==> src/rtl/dmt_pkg.sv <==
package dmt_pkg;
    localparam int BW    = 8;   // byte width of every register
    localparam int PRE_W = 5;   // prescaler bits of the low byte in mode 00
    localparam int NCH   = 2;
    localparam int AW    = 3;

    typedef enum logic [1:0] {
        MD_PRE13   = 2'b00,
        MD_CAS16   = 2'b01,
        MD_RELOAD8 = 2'b10,
        MD_SPLIT   = 2'b11
    } tmode_e;

    typedef struct packed {
        logic       gate;
        logic       ext;
        logic [1:0] md;
    } chcfg_t;

    typedef struct packed {
        chcfg_t [NCH-1:0]        cfg;
        logic   [NCH-1:0]        run;
        logic   [NCH-1:0][BW-1:0] lo;
        logic   [NCH-1:0][BW-1:0] hi;
        logic   [NCH-1:0]        flag;
    } regs_t;

    localparam logic [AW-1:0] A_MODE = 3'd0;
    localparam logic [AW-1:0] A_RUN  = 3'd1;
    localparam logic [AW-1:0] A_LO0  = 3'd2;
    localparam logic [AW-1:0] A_HI0  = 3'd3;
    localparam logic [AW-1:0] A_LO1  = 3'd4;
    localparam logic [AW-1:0] A_HI1  = 3'd5;
    localparam logic [AW-1:0] A_FLAG = 3'd6;
endpackage

==> src/rtl/dmt_mc_tick.sv <==
module dmt_mc_tick #(
    parameter int DIV = 12
) (
    input  logic clk,
    input  logic rst_n,
    output logic tick
);
    localparam int W = (DIV > 1) ? $clog2(DIV) : 1;
    localparam logic [W-1:0] LAST = W'(DIV - 1);

    logic [W-1:0] cnt_d, cnt_q;

    always_comb begin
        tick  = (cnt_q == LAST);
        cnt_d = tick ? '0 : cnt_q + W'(1);
    end

    always_ff @(posedge clk or negedge rst_n) begin
        if (!rst_n) cnt_q <= '0;
        else        cnt_q <= cnt_d;
    end
endmodule

==> src/rtl/dmt_sync.sv <==
module dmt_sync #(
    parameter int STAGES = 2
) (
    input  logic clk,
    input  logic rst_n,
    input  logic din,
    output logic dout
);
    logic [STAGES-1:0] sh_d, sh_q;

    always_comb begin
        sh_d = {sh_q[STAGES-2:0], din};
        dout = sh_q[STAGES-1];
    end

    always_ff @(posedge clk or negedge rst_n) begin
        if (!rst_n) sh_q <= '0;
        else        sh_q <= sh_d;
    end
endmodule

==> src/rtl/dmt_pin_edge.sv <==
module dmt_pin_edge #(
    parameter int STAGES = 2
) (
    input  logic clk,
    input  logic rst_n,
    input  logic tick,
    input  logic pin,
    output logic fall_pend
);
    logic lvl;
    logic samp_d, samp_q;
    logic pend_d, pend_q;

    dmt_sync #(.STAGES(STAGES)) u_sync (
        .clk  (clk),
        .rst_n(rst_n),
        .din  (pin),
        .dout (lvl)
    );

    // one sample per machine cycle; a high-then-low pair is held for one cycle
    always_comb begin
        samp_d    = samp_q;
        pend_d    = pend_q;
        if (tick) begin
            samp_d = lvl;
            pend_d = samp_q & ~lvl;
        end
        fall_pend = pend_q;
    end

    always_ff @(posedge clk or negedge rst_n) begin
        if (!rst_n) begin
            samp_q <= 1'b0;
            pend_q <= 1'b0;
        end else begin
            samp_q <= samp_d;
            pend_q <= pend_d;
        end
    end
endmodule

==> src/rtl/dmt_step.sv <==
module dmt_step
    import dmt_pkg::*;
(
    input  logic [1:0]    md,
    input  logic [BW-1:0] lo,
    input  logic [BW-1:0] hi,
    input  logic          inc_a,
    input  logic          inc_b,
    output logic [BW-1:0] lo_n,
    output logic [BW-1:0] hi_n,
    output logic          ovf_a,
    output logic          ovf_b
);
    localparam int W13 = PRE_W + BW + 1;
    localparam int W16 = 2 * BW + 1;
    localparam int W8  = BW + 1;

    logic [W13-1:0] s13;
    logic [W16-1:0] s16;
    logic [W8-1:0]  sl, sh;

    always_comb begin
        s13   = {1'b0, hi, lo[PRE_W-1:0]} + W13'(1);
        s16   = {1'b0, hi, lo} + W16'(1);
        sl    = {1'b0, lo} + W8'(1);
        sh    = {1'b0, hi} + W8'(1);
        lo_n  = lo;
        hi_n  = hi;
        ovf_a = 1'b0;
        ovf_b = 1'b0;
        case (md)
            MD_PRE13: if (inc_a) begin
                ovf_a            = s13[W13-1];
                hi_n             = s13[W13-2:PRE_W];
                lo_n[PRE_W-1:0]  = s13[PRE_W-1:0];
            end
            MD_CAS16: if (inc_a) begin
                ovf_a = s16[W16-1];
                hi_n  = s16[W16-2:BW];
                lo_n  = s16[BW-1:0];
            end
            MD_RELOAD8: if (inc_a) begin
                ovf_a = sl[W8-1];
                lo_n  = sl[W8-1] ? hi : sl[BW-1:0];
            end
            default: begin
                if (inc_a) begin
                    ovf_a = sl[W8-1];
                    lo_n  = sl[BW-1:0];
                end
                if (inc_b) begin
                    ovf_b = sh[W8-1];
                    hi_n  = sh[BW-1:0];
                end
            end
        endcase
    end
endmodule

==> src/rtl/dual_mode_timer.sv <==
module dual_mode_timer
    import dmt_pkg::*;
#(
    parameter int MC_DIV      = 12,
    parameter int SYNC_STAGES = 2
) (
    input  logic          clk,
    input  logic          rst_n,
    input  logic          wr_en,
    input  logic [AW-1:0] addr,
    input  logic [BW-1:0] wr_data,
    output logic [BW-1:0] rd_data,
    input  logic [NCH-1:0] flag_clr,
    input  logic [NCH-1:0] cnt_pin,
    input  logic [NCH-1:0] en_pin,
    output logic [NCH-1:0] ovf
);
    regs_t r_d, r_q;

    logic                    mc_tick;
    logic [NCH-1:0]          en_s;
    logic [NCH-1:0]          fall_p;
    logic [NCH-1:0]          inc_a, inc_b, ovf_a, ovf_b, hit, chan_en;
    logic [NCH-1:0][BW-1:0]  lo_n, hi_n;
    logic                    split0;

    dmt_mc_tick #(.DIV(MC_DIV)) u_tick (
        .clk  (clk),
        .rst_n(rst_n),
        .tick (mc_tick)
    );

    generate
        for (genvar c = 0; c < NCH; c++) begin : g_ch
            dmt_pin_edge #(.STAGES(SYNC_STAGES)) u_cnt (
                .clk      (clk),
                .rst_n    (rst_n),
                .tick     (mc_tick),
                .pin      (cnt_pin[c]),
                .fall_pend(fall_p[c])
            );
            dmt_sync #(.STAGES(SYNC_STAGES)) u_en (
                .clk  (clk),
                .rst_n(rst_n),
                .din  (en_pin[c]),
                .dout (en_s[c])
            );
            dmt_step u_step (
                .md   (r_q.cfg[c].md),
                .lo   (r_q.lo[c]),
                .hi   (r_q.hi[c]),
                .inc_a(inc_a[c]),
                .inc_b(inc_b[c]),
                .lo_n (lo_n[c]),
                .hi_n (hi_n[c]),
                .ovf_a(ovf_a[c]),
                .ovf_b(ovf_b[c])
            );
        end
    endgenerate

    // count qualification
    always_comb begin
        split0 = (r_q.cfg[0].md == MD_SPLIT);
        for (int c = 0; c < NCH; c++) begin
            chan_en[c] = r_q.run[c] & (~r_q.cfg[c].gate | en_s[c]);
            inc_a[c]   = mc_tick & chan_en[c] & (r_q.cfg[c].ext ? fall_p[c] : 1'b1);
        end
        inc_a[1] = inc_a[1] & (r_q.cfg[1].md != MD_SPLIT);
        inc_b[0] = split0 & mc_tick & r_q.run[1];
        inc_b[1] = 1'b0;
        hit[0]   = wr_en & ((addr == A_LO0) | (addr == A_HI0));
        hit[1]   = wr_en & ((addr == A_LO1) | (addr == A_HI1));
    end

    // next state
    always_comb begin
        logic [NCH-1:0] set_f;
        r_d = r_q;
        for (int c = 0; c < NCH; c++) begin
            if (!hit[c]) begin
                r_d.lo[c] = lo_n[c];
                r_d.hi[c] = hi_n[c];
            end
        end
        set_f[0] = ovf_a[0] & ~hit[0];
        set_f[1] = split0 ? (ovf_b[0] & ~hit[0]) : ((ovf_a[1] | ovf_b[1]) & ~hit[1]);
        r_d.flag = (r_q.flag & ~flag_clr) | set_f;
        if (wr_en) begin
            case (addr)
                A_MODE:  r_d.cfg   = wr_data;
                A_RUN:   r_d.run   = wr_data[NCH-1:0];
                A_LO0:   r_d.lo[0] = wr_data;
                A_HI0:   r_d.hi[0] = wr_data;
                A_LO1:   r_d.lo[1] = wr_data;
                A_HI1:   r_d.hi[1] = wr_data;
                default: ;
            endcase
        end
    end

    always_ff @(posedge clk or negedge rst_n) begin
        if (!rst_n) r_q <= '0;
        else        r_q <= r_d;
    end

    always_comb begin
        case (addr)
            A_MODE:  rd_data = r_q.cfg;
            A_RUN:   rd_data = {{(BW-NCH){1'b0}}, r_q.run};
            A_LO0:   rd_data = r_q.lo[0];
            A_HI0:   rd_data = r_q.hi[0];
            A_LO1:   rd_data = r_q.lo[1];
            A_HI1:   rd_data = r_q.hi[1];
            A_FLAG:  rd_data = {{(BW-NCH){1'b0}}, r_q.flag};
            default: rd_data = '0;
        endcase
        ovf = r_q.flag;
    end
endmodule

==> config.mk <==
export PLATFORM = sky130hd
export DESIGN_NAME = dual_mode_timer
export DESIGN_NICKNAME = d
export VERILOG_FILES = /design/src/rtl/dmt_pkg.sv /design/src/rtl/dmt_mc_tick.sv /design/src/rtl/dmt_sync.sv /design/src/rtl/dmt_pin_edge.sv /design/src/rtl/dmt_step.sv /design/src/rtl/dual_mode_timer.sv
export SDC_FILE = /design/constraint.sdc
export NUM_CORES = 1
export LEC_CHECK = 0
export BUFFER_PORTS_ARGS = -buffer_cell sky130_fd_sc_hd__buf_4
export CAP_MARGIN = 20
export CORE_MARGIN = 4
export CORE_UTILIZATION = 55
export DETAILED_ROUTE_END_ITERATION = 8
export GPL_ROUTABILITY_DRIVEN = 0
export PLACE_DENSITY = 0.74
export SLEW_MARGIN = 20
export SYNTH_ARGS = -nofsm -noshare
export SYNTH_HDL_FRONTEND = slang
export SYNTH_SLANG_ARGS = --single-unit
export TNS_END_PERCENT = 5
==> constraint.sdc <==
create_clock -name clk -period 4 [get_ports clk]
set_input_delay 0.4 -clock clk [delete_from_list [all_inputs] [get_ports clk]]
set_output_delay 0.4 -clock clk [all_outputs]
set_load 0.01 [all_outputs]
==> metrics.txt, run 1 <==
TritonCTS clock tree yes; vias per inst 6.916; Initial Utilization 56.30%; placed instance count 616; Rel. slew slack 31.70%; synth warn 0; full die area 9352 sq um; Overall Global Routing Usage 29.52%; number of fill cells 692; routed len/inst 21.74 um; first-pass GRT wire length 22,450 um; largest family of logic cells by synthesized area simple AND/OR/NAND/NOR gates; CP startpoint kind flop; DRC Markers 0; share of cells above drive strength 1 13.99%; Power Dens Cells 491.3 nW/um^2; final net count 549; cts bufs inserted 9; final setup skew 0.01443 ns; critical setup path kind flop to flop; area grow syn2layout 9.685%; clock sink total 60; wl on met1 5531 um; final hold violation count 0; complex-gate fraction of the synthesized area 21.10%; met3 routed WL 1632 um; Critical Path End Type flop; Synth area leaders dfrtp_1 35%, nand2_1 5.1%, mux2i_1 3.9%; ys async rst share 100.0%; Initial DRC Count 676; mux share of post-synthesis cell area 8.355%; Post-CTS Setup Inserts 0; top fanout value on the critical path 10; Slew Viols, Final 0; DR vias 4,364; Avg Inst Size Synth 8.307 sq um; RSZ-0062 raised after global routing no; CP Data Required Time 4.27 ns; Die Y 96.71 um; Tcrit/Tclk final 61.03%; core area 7687 sq um; initial antenna violation count 0; final setup fails 0; simple-gate area share of the yosys netlist 28.22%; Worst Reg-to-Reg Cells 7; R2R Setup Slk 1.56 ns; number of synthesized flops with an enable pin 0; hold_ws 0.09788 ns; status finished clean; FF/Latch Area 1501 sq um; setup TNS 0 ns; drt first pass iters 5; Final Power 2332 uW; CP arrival 2.71 ns; worst hold path class primary input to asynchronous set/reset pin; Mapped Area 4328 sq um; # port buffers 29; Die Wd 96.71 um; Root Buffer clkbuf_8; slew at the pin closest to its max-slew limit 1.021 ns; pin count of the biggest net entering global routing 61; area occupied by multi-input gates 2616 sq um; DP HPWL 9640 um; number of global-route vias before repair 4,160; Boundary Pins 30; site row count 32; Worst-path clk slew 0.08 ns; clk_lat worst skew 0.35 ns; peak supply drop 0.2165 mV; Synth area leader dfrtp_1; number of nets with antenna violations after routing 0; top-area cell type share of the netlist area 34.69%; crit path time final 2.441 ns; cts repair resizes 0; leakage power figure 0.001846 uW; Distinct cells, synth 76; Synth Flop Type dfrtp_1; Syn Nets 545; Hold Buf Count CTS 0; max-cap violations 0; metal2 WL 5934 um; Total Routed Length 13,720 um; max layer used met4; Final Util 61.75%; XOR/XNOR Fraction of Synth Area 1.619%; htree depth 3; diode count 0; clk buf depth 2; Post-Layout Cell Count 631; fmax 0.4096 GHz; synthesized flop and latch total 60; adder-cell share of the synthesized area 1.156%; register area share after synthesis 34.69%; gate count of the mapped netlist 521; GRT Residual Overflow 0
layout make-up:
| type | instances | area share [%] |
|---|---|---|
| flip-flops and latches | 60 | 31.63 |
| well taps | 102 | 2.688 |
| clock inverters | 4 | 2.056 |
| repair buffers | 29 | 4.586 |
| clock buffers | 11 | 2.978 |
| multi-input cells | 413 | 55.11 |
| inverters | 12 | 0.9489 |
sequential cells by signal (all words and copies together) (netlist names):
signal                  cells
r_q                        42
g_ch.u_cnt.u_sync.sh_q      4
g_ch.u_cnt.fall_pend        2
u_tick.cnt_q                4
ovf                         2
g_ch.u_en.sh_q              4
g_ch.u_cnt.samp_q           2
kinds of logic after synthesis:
| kind of cell | count (synthesis) |
|---|---|
| xor+xnor | 8 |
| flops | 60 |
| compound gates | 138 |
| simple gates | 230 |
| mux | 33 |
| buf+inv | 48 |
| fa+ha+maj | 4 |
placed cells by master (no fill, tap or decap), types with 6 or more instances in the layout:
cell type,count
nor4_1,7
o22ai_1,12
nor2_1,45
a21oi_1,27
clkbuf_8,10
nand3_1,24
nor3_1,21
nand2_1,59
nand4_1,8
mux2_2,15
o21ai_0,31
nand2b_1,10
nor2b_1,7
and3_1,6
mux2i_1,17
inv_1,11
buf_4,29
a31oi_1,12
xnor2_1,7
dfrtp_1,60
stage by stage:
stage | setup WS (ns) | instance area [sq um]
2_1_floorplan | 1.938 | 4328
3_3_place_gp | 1.683 | 4508
3_5_place_dp | 1.595 | 4508
4_1_cts | 1.591 | 4747
5_1_grt | 1.357 | 4747
6_report | 1.559 | 4747
worst max-delay path, cell delays in order (launching register included):
cell and delay (ns):
dfrtp_1 0.37, ha_1 0.28, and4b_1 0.49, and3_1 0.37, nand3_1 0.35, o21ai_0 0.26, nor2_1 0.07, nor3_1 0.18
power breakdown:
group	switching, uW	total, uW	leakage [uW]	internal, uW
clock	252	680	0.000116	428
combinational	349	636	0.00102	287
sequential	293	1020	0.000714	724
total	893	2330	0.00185	1440
cells in the mapped netlist (8+ instances only):
master	number
dfrtp_1	60
nand2_1	59
nor2_1	45
o21ai_0	31
a21oi_1	27
nand3_1	24
clkbuf_1	21
nor3_1	21
mux2i_1	17
mux2_2	15
a31oi_1	12
o22ai_1	12
inv_1	11
nand2b_1	10
buf_2	8
nand4_1	8
routing by layer:
metal | up-vias | global-route usage, %
li1 | 1957 | -
met1 | 2032 | 41.38
met2 | 313 | 42.46
met3 | 62 | 6.705
met4 | 0 | 15.33
met5 | - | 0
worst paths after layout:
check                                                from                              to
min in group clk                                en_pin[1]  g_ch[1].u_en.sh_q[0]$_DFF_PN0_
max reg2reg                     u_tick.cnt_q[0]$_DFF_PN0_               r_q[30]$_DFF_PN0_
min                                                 rst_n               r_q[28]$_DFF_PN0_
min reg2reg                g_ch[1].u_en.sh_q[0]$_DFF_PN0_  g_ch[1].u_en.sh_q[1]$_DFF_PN0_
max in group asynchronous                           rst_n               r_q[16]$_DFF_PN0_
max                             u_tick.cnt_q[0]$_DFF_PN0_               r_q[30]$_DFF_PN0_
Power figures use the tool's default switching activity.
==> run 2, diff against run 1 <==
--- a/config.mk
+++ b/config.mk
@@ -5,13 +5,14 @@
 export SDC_FILE = /design/constraint.sdc
 export NUM_CORES = 1
 export LEC_CHECK = 0
+export ABC_AREA = 1
 export BUFFER_PORTS_ARGS = -buffer_cell sky130_fd_sc_hd__buf_4
 export CAP_MARGIN = 20
 export CORE_MARGIN = 4
 export CORE_UTILIZATION = 55
 export DETAILED_ROUTE_END_ITERATION = 8
 export GPL_ROUTABILITY_DRIVEN = 0
-export PLACE_DENSITY = 0.74
+export PLACE_DENSITY = 0.73
 export SLEW_MARGIN = 20
 export SYNTH_ARGS = -nofsm -noshare
 export SYNTH_HDL_FRONTEND = slang
==> constraint.sdc (replaced) <==
create_clock -name clk -period 2.4 [get_ports clk]
set_input_delay 0.24 -clock clk [delete_from_list [all_inputs] [get_ports clk]]
set_output_delay 0.24 -clock clk [all_outputs]
set_load 0.01 [all_outputs]
==> run 2 against run 1 <==
  * Clock power grew 26%
  * Largest power group is now combinational logic
  * Via count grew 24%
  * Design area grew 14%
  * Die area grew 11%
  * Worst setup slack lost 1.3 ns
  * Critical path depth grew 5
  * First-iteration DRC count shrank 20%
  * The run now ends with negative hold slack left
  * Sequential share of layout area shrank 3.8 points
  * Global-route usage grew 2.5 points
==> metrics.txt, run 2 <==
internal power 2237 uW; register area share after synthesis 30.88%; Tcrit/Tclk final 89.67%; FF/Latch Area 1501 sq um; mux share of post-synthesis cell area 0%; Root Buffer clkbuf_8; cts bufs inserted 9; adder-cell share of the synthesized area 1.029%; Rel. slew slack 47.97%; crit path time final 2.152 ns; gate count of the mapped netlist 731; part of the power in the clock network 19.7%; first-pass GRT wire length 25,760 um; final net count 786; drt first pass iters 7; pin count of the biggest net entering global routing 61; GRT Residual Overflow 0; site row count 34; Overall Global Routing Usage 32.04%; initial antenna violation count 0; top-area cell type share of the netlist area 30.88%; Die Y 102.0 um; RSZ-0062 raised after global routing no; commonest cells in the netlist 173 x nand2_1, 78 x inv_1, 73 x nor2_1; slew at the pin closest to its max-slew limit 0.7804 ns; clk_lat worst skew 0.35 ns; DR vias 5,428; routed len/inst 18.49 um; cts repair resizes 0; hold_ws -0.03707 ns; core area 8678 sq um; number of nets with antenna violations after routing 0; wl on met1 6304 um; Mapped Area 4862 sq um; cell area after layout 5400 sq um; clock sink total 60; XOR/XNOR Fraction of Synth Area 1.981%; sw frac 48.42%; final hold violation count 60; Cell Area, Placed 5167 sq um; max reg flops 42; max layer used met4; leakage power figure 0.002529 uW; synth warn 0; CP Data Required Time 2.63 ns; status complete, but fails checks; setup TNS 0 ns; R2R Setup Slk 0.25 ns; Avg Inst Size Synth 6.651 sq um; switching component of the power 2100 uW; Worst Reg-to-Reg Cells 12; TritonCTS clock tree yes; Slew Viols, Final 0; Die Wd 102.0 um; peak supply drop 0.5008 mV; vias per inst 6.203; Syn Nets 755; Biggest register r_q; combinational power share 40.7%; complex-gate fraction of the synthesized area 19.09%; area occupied by multi-input gates 2872 sq um; number of fill cells 814; fmax 0.4647 GHz; Final Power 4337 uW; Boundary Pins 30; top fanout value on the critical path 13; largest family of logic cells by synthesized area simple AND/OR/NAND/NOR gates; # port buffers 29; final setup fails 0; CP startpoint kind flop; htree depth 3; full die area 10,410 sq um; CP arrival 2.39 ns; DRC Markers 0; worst hold path class primary input to asynchronous set/reset pin; clk buf depth 2; share of cells above drive strength 1 14.86%; metal2 WL 7319 um; DP HPWL 12,150 um; sequential share of power 39.6%; ys async rst share 100.0%; area grow syn2layout 11.07%; worst r2r dst r_q[27]$_DFF_PN0_; Synth Flop Type dfrtp_1; commonest non-fill, non-tap cell in the layout nand2_1; synthesized flop and latch total 60; Distinct cells, synth 44; violated checks negative hold slack; Synth area leaders dfrtp_1 31%, nand2_1 13%, nand3_1 7.0%; final setup skew 0.007635 ns; Initial DRC Count 542; simple-gate area share of the yosys netlist 36.72%; diode count 0; Power Dens Cells 803.1 nW/um^2; met3 routed WL 1870 um; count leader, synth nand2_1; Critical Path End Type flop; Total Routed Length 16,180 um; Worst-path clk slew 0.08 ns; critical setup path kind flop to flop; commonest cells after routing, fill and taps aside 173 x nand2_1, 78 x inv_1, 73 x nor2_1, 68 x nand3_1, 60 x dfrtp_1; number of synthesized flops with an enable pin 0; Initial Utilization 56.03%; number of global-route vias before repair 5,029; Synth area leader dfrtp_1; RR Startpoint u_tick.cnt_q[0]$_DFF_PN0_; max-cap violations 0
run 2: worst max-delay path: stages (launching register included):
cell	delay (ns)
dfrtp_1	0.38
ha_1	0.21
nand3_2	0.15
clkinv_2	0.17
nand2_4	0.15
nor2_8	0.25
inv_2	0.16
nor2_4	0.15
inv_2	0.09
a21oi_2	0.10
o21ai_1	0.08
o211ai_2	0.06
o21ai_1	0.07
run 2: power by group through the flow:
| stage | combinational (uW) | clock (uW) | sequential, uW |
|---|---|---|---|
| 4_1_cts | 1710 | 861 | 1680 |
| 3_3_place_gp | 1690 | 0 | 1690 |
| 6_report | 1770 | 855 | 1720 |
| 5_1_grt | 1960 | 916 | 1740 |
| 2_1_floorplan | 1400 | 0 | 1430 |
| 3_5_place_dp | 1700 | 0 | 1700 |
run 2: cell families after synthesis:
kind of cell,Yosys count
DFF,60
and+or+nand+nor,374
adders and majority gates,4
AOI/OAI and AO/OA,159
buffers and inverters,123
xor gates and xnor gates,11
run 2: metal layers:
layer	vias to the layer above	track usage, %
li1	2520	-
met1	2430	43.10
met2	406	49.68
met3	72	6.485
met4	0	14.93
met5	-	0
run 2: what timing repair did:
| item | in CTS | in global routing |
|---|---|---|
| hold endpoints to repair | 4 | 0 |
| setup buffers | 0 | 0 |
| setup endpoints to repair | 0 | 1 |
| hold buffers | 4 | 0 |
run 2: stage by stage:
stage                     util, %  setup WS, ns  std cells
after floorplan                 -        0.6719        731
after global routing        62.23       0.05887        875
after CTS                   62.10        0.1903        874
after global placement      59.54        0.3343        854
final                       62.23        0.2480        875
after detailed placement    59.54        0.2143        854
run 2: area by class of cell:
cell class | count | share of cell area (%)
sequential | 60 | 27.80
timing repair buffer | 43 | 6.163
clock buffer | 9 | 2.294
inverter | 99 | 6.997
tap | 108 | 2.502
clock inverter | 7 | 1.066
multi-input combinational | 549 | 53.17
run 2: worst max-delay path by stage:
stage | from | to | cells past startpoint
2_1_floorplan | u_tick.cnt_q[0]$_DFF_PN0_ | r_q[27]$_DFF_PN0_ | 12
3_3_place_gp | u_tick.cnt_q[0]$_DFF_PN0_ | r_q[27]$_DFF_PN0_ | 12
3_5_place_dp | u_tick.cnt_q[0]$_DFF_PN0_ | r_q[27]$_DFF_PN0_ | 12
4_1_cts | u_tick.cnt_q[0]$_DFF_PN0_ | r_q[27]$_DFF_PN0_ | 12
5_1_grt | u_tick.cnt_q[0]$_DFF_PN0_ | r_q[27]$_DFF_PN0_ | 12
6_report | u_tick.cnt_q[0]$_DFF_PN0_ | r_q[27]$_DFF_PN0_ | 12
